==> config.mk <==
export PLATFORM = sky130hd
export DESIGN_NAME = mul_special_resolve
export DESIGN_NICKNAME = d
export VERILOG_FILES = /design/src/rtl/mul_sr_pkg.sv /design/src/rtl/mul_sr_classify.sv /design/src/rtl/mul_sr_decide.sv /design/src/rtl/mul_special_resolve.sv
export SDC_FILE = /design/constraint.sdc
export NUM_CORES = 1
export LEC_CHECK = 0
export ABC_AREA = 0
export BUFFER_PORTS_ARGS = -buffer_cell sky130_fd_sc_hd__buf_4
export CAP_MARGIN = 20
export CORE_UTILIZATION = 30
export DETAILED_ROUTE_END_ITERATION = 10
export PLACE_DENSITY = 0.69
export SLEW_MARGIN = 30
export SYNTH_ARGS = -nofsm -noshare
export SYNTH_HDL_FRONTEND = slang
export SYNTH_HIERARCHICAL = 1
export SYNTH_SLANG_ARGS = --single-unit
==> constraint.sdc <==
create_clock -name vclk -period 2.6
set_clock_uncertainty 0.2 [all_clocks]
set_input_delay 0.39 -clock vclk [all_inputs]
set_output_delay 0.39 -clock vclk [all_outputs]
set_load 0.01 [all_outputs]
==> src/rtl/mul_sr_pkg.sv <==
package mul_sr_pkg;
   // Class of one operand as seen by the resolver
   typedef struct packed {
      logic sign;
      logic nan;
      logic snan;
      logic inf;
      logic zero;
   } opclass_t;
endpackage

==> src/rtl/mul_sr_classify.sv <==
module mul_sr_classify
   import mul_sr_pkg::*;
#(
   parameter int EXP_W  = 11,
   parameter int FRAC_W = 52,
   localparam int WIDTH = 1 + EXP_W + FRAC_W
) (
   input  logic [WIDTH-1:0] op,
   output opclass_t         cls
);
   logic [EXP_W-1:0]  exp_f;
   logic [FRAC_W-1:0] frac_f;
   logic              exp_ones, exp_zero, frac_zero;

   assign exp_f     = op[WIDTH-2 -: EXP_W];
   assign frac_f    = op[FRAC_W-1:0];
   assign exp_ones  = &exp_f;
   assign exp_zero  = ~|exp_f;
   assign frac_zero = ~|frac_f;

   always_comb begin
      cls.sign = op[WIDTH-1];
      cls.nan  = exp_ones & ~frac_zero;
      cls.snan = exp_ones & ~frac_zero & ~frac_f[FRAC_W-1];
      cls.inf  = exp_ones & frac_zero;
      cls.zero = exp_zero & frac_zero;
   end
endmodule

==> src/rtl/mul_sr_decide.sv <==
module mul_sr_decide
   import mul_sr_pkg::*;
#(
   parameter int EXP_W  = 11,
   parameter int FRAC_W = 52,
   localparam int WIDTH = 1 + EXP_W + FRAC_W
) (
   input  logic [WIDTH-1:0] op_a,
   input  logic [WIDTH-1:0] op_b,
   input  opclass_t         cls_a,
   input  opclass_t         cls_b,
   input  logic             trap_en,
   output logic             bypass,
   output logic [WIDTH-1:0] result,
   output logic             invalid_set,
   output logic             invalid_trap
);
   localparam logic [WIDTH-1:0] QUIET_MASK = {{(1+EXP_W){1'b0}}, 1'b1, {(FRAC_W-1){1'b0}}};
   localparam logic [EXP_W-1:0] EXP_MAX    = {EXP_W{1'b1}};

   logic             psign;
   logic             invalid;
   logic [WIDTH-1:0] raw;

   assign psign = cls_a.sign ^ cls_b.sign;

   always_comb begin
      bypass  = 1'b1;
      invalid = 1'b0;
      raw     = '0;
      if (cls_a.nan) begin
         if (cls_a.snan) begin
            invalid = 1'b1;
            raw     = op_a | QUIET_MASK;
         end else if (cls_b.snan) begin
            invalid = 1'b1;
            raw     = op_b | QUIET_MASK;
         end else begin
            raw     = op_a;
         end
      end else if (cls_b.nan) begin
         invalid = cls_b.snan;
         raw     = op_b | QUIET_MASK;
      end else if (cls_a.inf || cls_b.inf) begin
         if (cls_a.zero || cls_b.zero) begin
            invalid = 1'b1;
            raw     = {psign, EXP_MAX, 1'b1, {(FRAC_W-1){1'b0}}};
         end else begin
            raw     = {psign, EXP_MAX, {FRAC_W{1'b0}}};
         end
      end else if (cls_a.zero || cls_b.zero) begin
         raw = {psign, {(WIDTH-1){1'b0}}};
      end else begin
         bypass = 1'b0;
      end
   end

   always_comb begin
      invalid_set  = invalid & ~trap_en;
      invalid_trap = invalid & trap_en;
      result       = (invalid & trap_en) ? '0 : raw;
   end
endmodule

==> src/rtl/mul_special_resolve.sv <==
module mul_special_resolve
   import mul_sr_pkg::*;
#(
   parameter int EXP_W  = 11,
   parameter int FRAC_W = 52,
   localparam int WIDTH = 1 + EXP_W + FRAC_W,
   localparam int N_OPS = 2
) (
   input  logic [WIDTH-1:0] op_a,
   input  logic [WIDTH-1:0] op_b,
   input  logic             trap_en,
   output logic             bypass,
   output logic [WIDTH-1:0] result,
   output logic             invalid_set,
   output logic             invalid_trap
);
   if (EXP_W < 2) begin : g_bad_exp
      $error("EXP_W must be at least 2");
   end
   if (FRAC_W < 2) begin : g_bad_frac
      $error("FRAC_W must be at least 2 to hold a quiet bit and payload");
   end

   logic [WIDTH-1:0] ops [N_OPS];
   opclass_t         cls [N_OPS];

   assign ops[0] = op_a;
   assign ops[1] = op_b;

   for (genvar i = 0; i < N_OPS; i++) begin : g_cls
      mul_sr_classify #(.EXP_W(EXP_W), .FRAC_W(FRAC_W)) u_cls (
         .op  (ops[i]),
         .cls (cls[i])
      );
   end

   mul_sr_decide #(.EXP_W(EXP_W), .FRAC_W(FRAC_W)) u_decide (
      .op_a         (op_a),
      .op_b         (op_b),
      .cls_a        (cls[0]),
      .cls_b        (cls[1]),
      .trap_en      (trap_en),
      .bypass       (bypass),
      .result       (result),
      .invalid_set  (invalid_set),
      .invalid_trap (invalid_trap)
   );
endmodule

== Word-level counts from Yosys, hierarchy flattened ==
Index checks and enable logic that the tools add are counted.
Word-level totals
  memories: 0
  memory bits (writable): 0
  word-level logic and storage cells: 43
  ROM bits: 0
  bits in latches: 0
  bits in registers: 0
  input bits: 129
Cells by class
  equality and inequality tests: 0
  $lt $le $gt $ge: 0
  reductions and logical operators: 12
  multipliers: 0
  add/sub/neg operators: 0
  divide/modulo/power cells: 0
  shift-type cells: 0
  bitwise logic cells: 14
  muxes and demuxes: 17
Operator list (count)
  2-to-1 mux 64 bit: 7
  OR reduction 52 bit: 2
  2-to-1 mux 52 bit: 1
  AND reduction 11 bit: 2
  OR reduction 11 bit: 2
  bitwise AND 1 bit: 10
  2-to-1 mux 1 bit: 9
  zero test 1 bit: 4
  NOT 1 bit: 3
  logical OR 1 bit: 2
  XOR 1 bit: 1

== Depth between registers and ports, before layout ==
Gate-level depths: netlist of the first run.
  depth after elaboration: 10
  depth in mapped cells: 11
  mapped depth without buffers: 8

== By module ==
Netlist of the first run, hierarchy kept.
Modules (own cells, without submodules)
  mul_sr_decide: cells an instance 257, area an instance 1783.0 sq um, sequential area each 0.0 sq um, instances 1
  mul_sr_classify: cells an instance 30, area an instance 211.5 sq um, sequential area each 0.0 sq um, instances 2

== Worst setup path after synthesis of the first run ==
OpenSTA, ideal clock, no wires.
  path kind: input to output
  from: input op_a[21]
  to: output result[51]
  cell stages on the path: 9
  data arrival time: 2.268 ns
  path buffers: 2
  required time: 2.010 ns
  slack: -0.258 ns
  cells stage by stage: nor4_2 > nand4_1 > nor4_2 > nor2_1 > buf_2 > a211o_1 > and3_1 > buf_6 > a221oi_1
RTL lines
  start: declaration: RTL line mul_special_resolve.sv:9  | input logic [WIDTH-1:0] op_a,
  end: declaration: RTL line mul_special_resolve.sv:13  | output logic [WIDTH-1:0] result,

==> impl_metrics.toml, run 1 <==
[outcome]
status = "complete, but fails checks"
violations = "setup timing"

[setup_path]
worstPathMaxFanout = 19
worst_ep_required_time_ps = 2010
cp_slowest_cell = "nor4_4"
worstSetupStartpointType = "input pin"
cp_slowest_stage_delay_ps = 340
endpoint_kind = "output port"
crit_chain = "buf_8 > nor4_4 > nand4_1 > nor4_4 > buf_4 > and4_4 > o22ai_4 > nand2_2 > and3_4 > buf_12 > nor2_2 > buf_4"
arrival_ps = 2710
cp.buffers_inverters = 4
critPathKind = "input pin to output port"
worst_path_dominant_cell_family = "simple AND/OR/NAND/NOR gates"

[grt]
grtUsageMet3_pct = 2.54
gr-usage-met2_pct = 51.1
grt_pass1_vias = 3472
grtUsageTotal_pct = 26.7
grt_start_max_net_pins = 40
grtUsageMet1_pct = 32.5
antenna_found_initial = 0
grt_overflow = 0
grt_first_pass_wirelength_um = 16600
grt_busiest_layer = "met2"

[hold_path]
hold_path_class = "input pin to output port"
hp-start = "op_b[50]"
hold_depth = 4
hold_path_end = "result[50]"

[route]
drtIter0Drc = 138
wl_per_cell_um = 17.0
drtAntennaViolNets = 0
drc = 0
firstDrtPassIters = 4
post_drt_via_cell_ratio = 5.48
drt-total-wl_um = 11500
via_count = 3700

[sta]
maxSlewViolCount = 0
fin_crit_ps = 3300
worst_pin_slew_ps = 589
layout_setup_ws_ps = -697
setup_violations = 67
rsz0062_at_grt = "true"
hold_violations = 0
fmax_mhz = 303
period_share_pct = 127
fin_hold_ws_ps = 935
relSlewSlack_pct = 60.7

[power]
cellPowerDensity_nw_per_um2 = 75.3
ir_worst_vdd_uv = 46.6
leakagePower_nw = 2.25

[synthesis]
syn_area_per_cell_um2 = 6.96
synth_adder_area_share_pct = 0
synth.most_common_cell = "nor2_1"
synth_top_area_share_pct = 31.7
synth_xor_area_share_pct = 0.397
synth_nets = 446
synth_top_family_by_area = "simple AND/OR/NAND/NOR gates"
synth.cell_area_um2 = 2210
netlist_instances = 317
ys_top_cells_by_area = "mux2_2 32%, a22oi_1 17%, nor2_1 11%"
synth_mux_area_share_pct = 32.1
synth.top_cells.by_count = "67 x nor2_1, 62 x mux2_2, 51 x a22oi_1"
synthSimpleGateAreaFrac_pct = 37.4
synth_compound_area_share_pct = 21.6
synth_cell_types = 26
yosysTopAreaCell = "mux2_2"
yosys_warnings = 6
ys_seq_area_share_pct = 0

[placed_design]
place_area_um2 = 4710
place_congestion = 0.903
dpl.hpwl_um = 9030
numPortBuffers = 196

[layout]
numSequentialCells = 0
finalNetCount = 710
post_route_cells_drive_above_1_share_pct = 81.3
multi_input_area_um2 = 2560
num-fill-cells = 524
nClkBuffers = 0
postLayoutCellArea_um2 = 5120
seq_area_um2 = 0
area_delta_synth_final_pct = 132
n_antenna_cell = 0

[flow_run]
cap_violations = 0

[die]
die_h_um = 87.8
start_util_pct = 31.8
dieArea_um2 = 7700
core_area_um2 = 6940
io_pins = 196
die_x_um = 87.8
num_rows = 30

[cts]
cts_hold_buffers = 0
## cells by family (layout without fill, tap and decap cells)
logic type             after synthesis  in the layout
AO/OA/AOI/OAI                       67             67
multiplexers                        63             63
buffers and inverters               33            295
AND/OR/NAND/NOR                    153            153
XOR/XNOR                             1              1
## metrics by stage
stage                     power [mW]  setup slack [ps]  utilization, %  instances  TNS [ps]
final                          0.385              -697            73.7        675    -44030
after global routing           0.408              -759            73.7        675    -47840
after CTS                      0.378              -602            70.8        671    -37830
after detailed placement       0.363              -821            67.8        670    -51320
after global placement         0.355              -778            67.8        670    -47900
after floorplan               0.0699              -174               -        317    -10280
## report_power, final
| part | internal (mW) | switching (mW) |
|---|---|---|
| logic | 0.244 | 0.141 |
| registers | 0 | 0 |
| clock network | 0 | 0 |
## how the worst max path moves through the flow
stage | startpoint | slack, ps | to | depth (start not counted)
floorplan | op_a[26] | -170 | result[33] | 10
global placement | op_a[8] | -780 | result[1] | 12
detailed placement | op_a[8] | -820 | result[8] | 12
CTS | op_b[2] | -600 | result[46] | 12
global route | op_b[2] | -760 | result[26] | 12
finish | op_b[2] | -700 | result[48] | 12
## layer usage
| metal | vias to the layer above | part of all wire, % |
|---|---|---|
| met1 | 1757 | 41 |
| met2 | 170 | 51 |
| met4 | 0 | 1.3 |
| met3 | 12 | 5.8 |
| met5 | - | 0 |
| li1 | 1761 | - |
## area by class of cell
| cell class | instances | share of cell area, % |
|---|---|---|
| well taps | 96 | 2.35 |
| multi-input cells | 284 | 50.1 |
| repair buffers | 295 | 47.5 |
## cells in the final DEF, fill, tap and decap left out, drive strengths merged
cell type and n:
a211o 1, a211oi 2, a21oi 11, a221oi 1, a22oi 51, and3 1, and3b 1, and4 2
buf 295, mux2 62, mux2i 1, nand2 4, nand2b 1, nand3 2, nand4 10, nor2 67
nor2b 14, nor3 18, nor4 33, o22ai 1, xnor2 1
## what timing repair did
action / CTS / global route
resized for setup: 44 / 34
gates cloned: 1 / 0
buffers inserted: 1 / 4
endpoints found under the hold margin: 0 / 0
setup endpoints to repair: 67 / 67
pin swaps: 11 / 7
Note: power is estimated with default switching activity, not from simulation.
==> inputs of run 2 (changes only) <==
CAP_MARGIN = unset   (was 20)
REMOVE_ABC_BUFFERS = 1   (was unset)
==> run 2 against run 1 <==
Against the previous run: largest cell class is now non-clock buffers; clock-buffer cell count is the same; sequential cell count is the same; the flow still finishes with violations (setup timing); critical path depth is the same; core utilization grew 5.3 points; total power grew 10%; die area is the same.
==> impl_metrics.toml, run 2 (synthesized netlist as in run 1, its figures left out) <==
[route]
drc = 0
wl_per_cell_um = 19.9
post_drt_via_cell_ratio = 5.78
firstDrtPassIters = 5
drtAntennaViolNets = 0
via_count = 3971
drtIter0Drc = 193
drt-total-wl_um = 13700

[die]
start_util_pct = 31.8
dieArea_um2 = 7700
num_rows = 30
die_h_um = 87.8
io_pins = 196
core_area_um2 = 6940
die_x_um = 87.8

[power]
power_switching_mw = 0.164
clkPwrFrac_pct = 0
leakagePower_nw = 2.56
power_frac_comb_pct = 100.0
power.share.sequential_pct = 0
intPower_mw = 0.260
ir_worst_vdd_uv = 56.6
cellPowerDensity_nw_per_um2 = 77.3
p_sw_share_pct = 38.8

[setup_path]
arrival_ps = 2780
worstSetupStartpointType = "input pin"
worst_path_dominant_cell_family = "simple AND/OR/NAND/NOR gates"
crit_chain = "buf_4 > nor4_4 > nand4_1 > nor4_4 > buf_4 > nor3_4 > nand2b_4 > buf_12 > mux2_2 > a22oi_1 > nor2_1 > buf_4"
cp_slowest_cell = "nor4_4"
worstPathMaxFanout = 8
path_common_cell = "buf_4"
cp.buffers_inverters = 4
cp_slowest_stage_delay_ps = 370
endpoint_kind = "output port"
critPathKind = "input pin to output port"
worst_ep_required_time_ps = 2010

[layout]
n_antenna_cell = 0
numSequentialCells = 0
post_route_cells_drive_above_1_share_pct = 78.8
final_util_pct = 79.0
seq_area_um2 = 0
layout_common_cells = "260 x buf_4, 56 x nor2_1, 38 x mux2_2, 38 x a22oi_2, 24 x mux2_4"
nClkBuffers = 0
area_delta_synth_final_pct = 149
num-fill-cells = 433
finalNetCount = 722
layout.cells.most_common = "buf_4"
postLayoutCellArea_um2 = 5490

[flow_run]
cap_violations = 0

[grt]
grtUsageTotal_pct = 27.8
grt_start_max_net_pins = 50
grt_overflow = 0
antenna_found_initial = 0
grt_pass1_vias = 3722
grt_first_pass_wirelength_um = 17500

[sta]
fmax_mhz = 297
relSlewSlack_pct = 62.1
setup_violations = 67
rsz0062_at_grt = "true"
hold_violations = 0
period_share_pct = 130
layout_setup_ws_ps = -769
maxSlewViolCount = 0
fin_crit_ps = 3370
worst_pin_slew_ps = 563

[placed_design]
pre_cts_ws_ps = -843
dpl.hpwl_um = 8530
place_area_um2 = 4370
place_congestion = 0.870
numPortBuffers = 196

[outcome]
violations = "setup timing"
status = "complete, but fails checks"

[hold_path]
hold_path_class = "input pin to output port"
[run 2: repair_timing]
item,4_1_cts,5_1_grt
pin swaps,13,28
gates resized for setup,78,85
endpoints found under the setup margin,67,67
setup buffers,8,4
gates cloned,4,11
hold endpoints to repair,0,0
hold buffers,0,0
[run 2: through the flow]
| stage | hold slack (ps) | std cells | setup TNS [ps] | power, mW |
|---|---|---|---|---|
| after floorplan | 763 | 284 | -217330 | 0.0626 |
| after global placement | 943 | 665 | -47030 | 0.340 |
| after detailed placement | 946 | 665 | -51490 | 0.350 |
| after CTS | 953 | 676 | -34240 | 0.379 |
| after global routing | 976 | 687 | -49440 | 0.443 |
| final | 944 | 687 | -42870 | 0.424 |
[run 2: final timing paths]
check,start,to,slack [ps],cells after the start
setup / recovery,op_b[38],result[45],-770,12
hold / removal,op_b[1],result[1],940,4
[run 2: layout make-up]
cell class | instances | area [um2] | area share, %
Timing Repair Buffer | 306 | 2720 | 49.6
Multi-Input combinational cell | 285 | 2650 | 48.2
Tap cell | 96 | 120 | 2.19
[run 2: metal layers]
| metal | global-route usage (%) | wire (um) | vias up |
|---|---|---|---|
| li1 | - | - | 1776 |
| met5 | 0 | 0 | - |
| met1 | 31.6 | 5120 | 1884 |
| met3 | 3.68 | 1040 | 50 |
| met2 | 54.8 | 7090 | 261 |
| met4 | 5.22 | 446 | 0 |
[run 2: tightest hold or removal path: stages]
cell     delay (ps)
buf_4           100
a22oi_2          60
nor2_1           80
buf_4           120
[run 2: power groups by stage]
stage	clock, mW	combinational [mW]	sequential (mW)
6_report	0	0.424	0
5_1_grt	0	0.443	0
4_1_cts	0	0.379	0
3_5_place_dp	0	0.350	0
3_3_place_gp	0	0.340	0
2_1_floorplan	0	0.0626	0
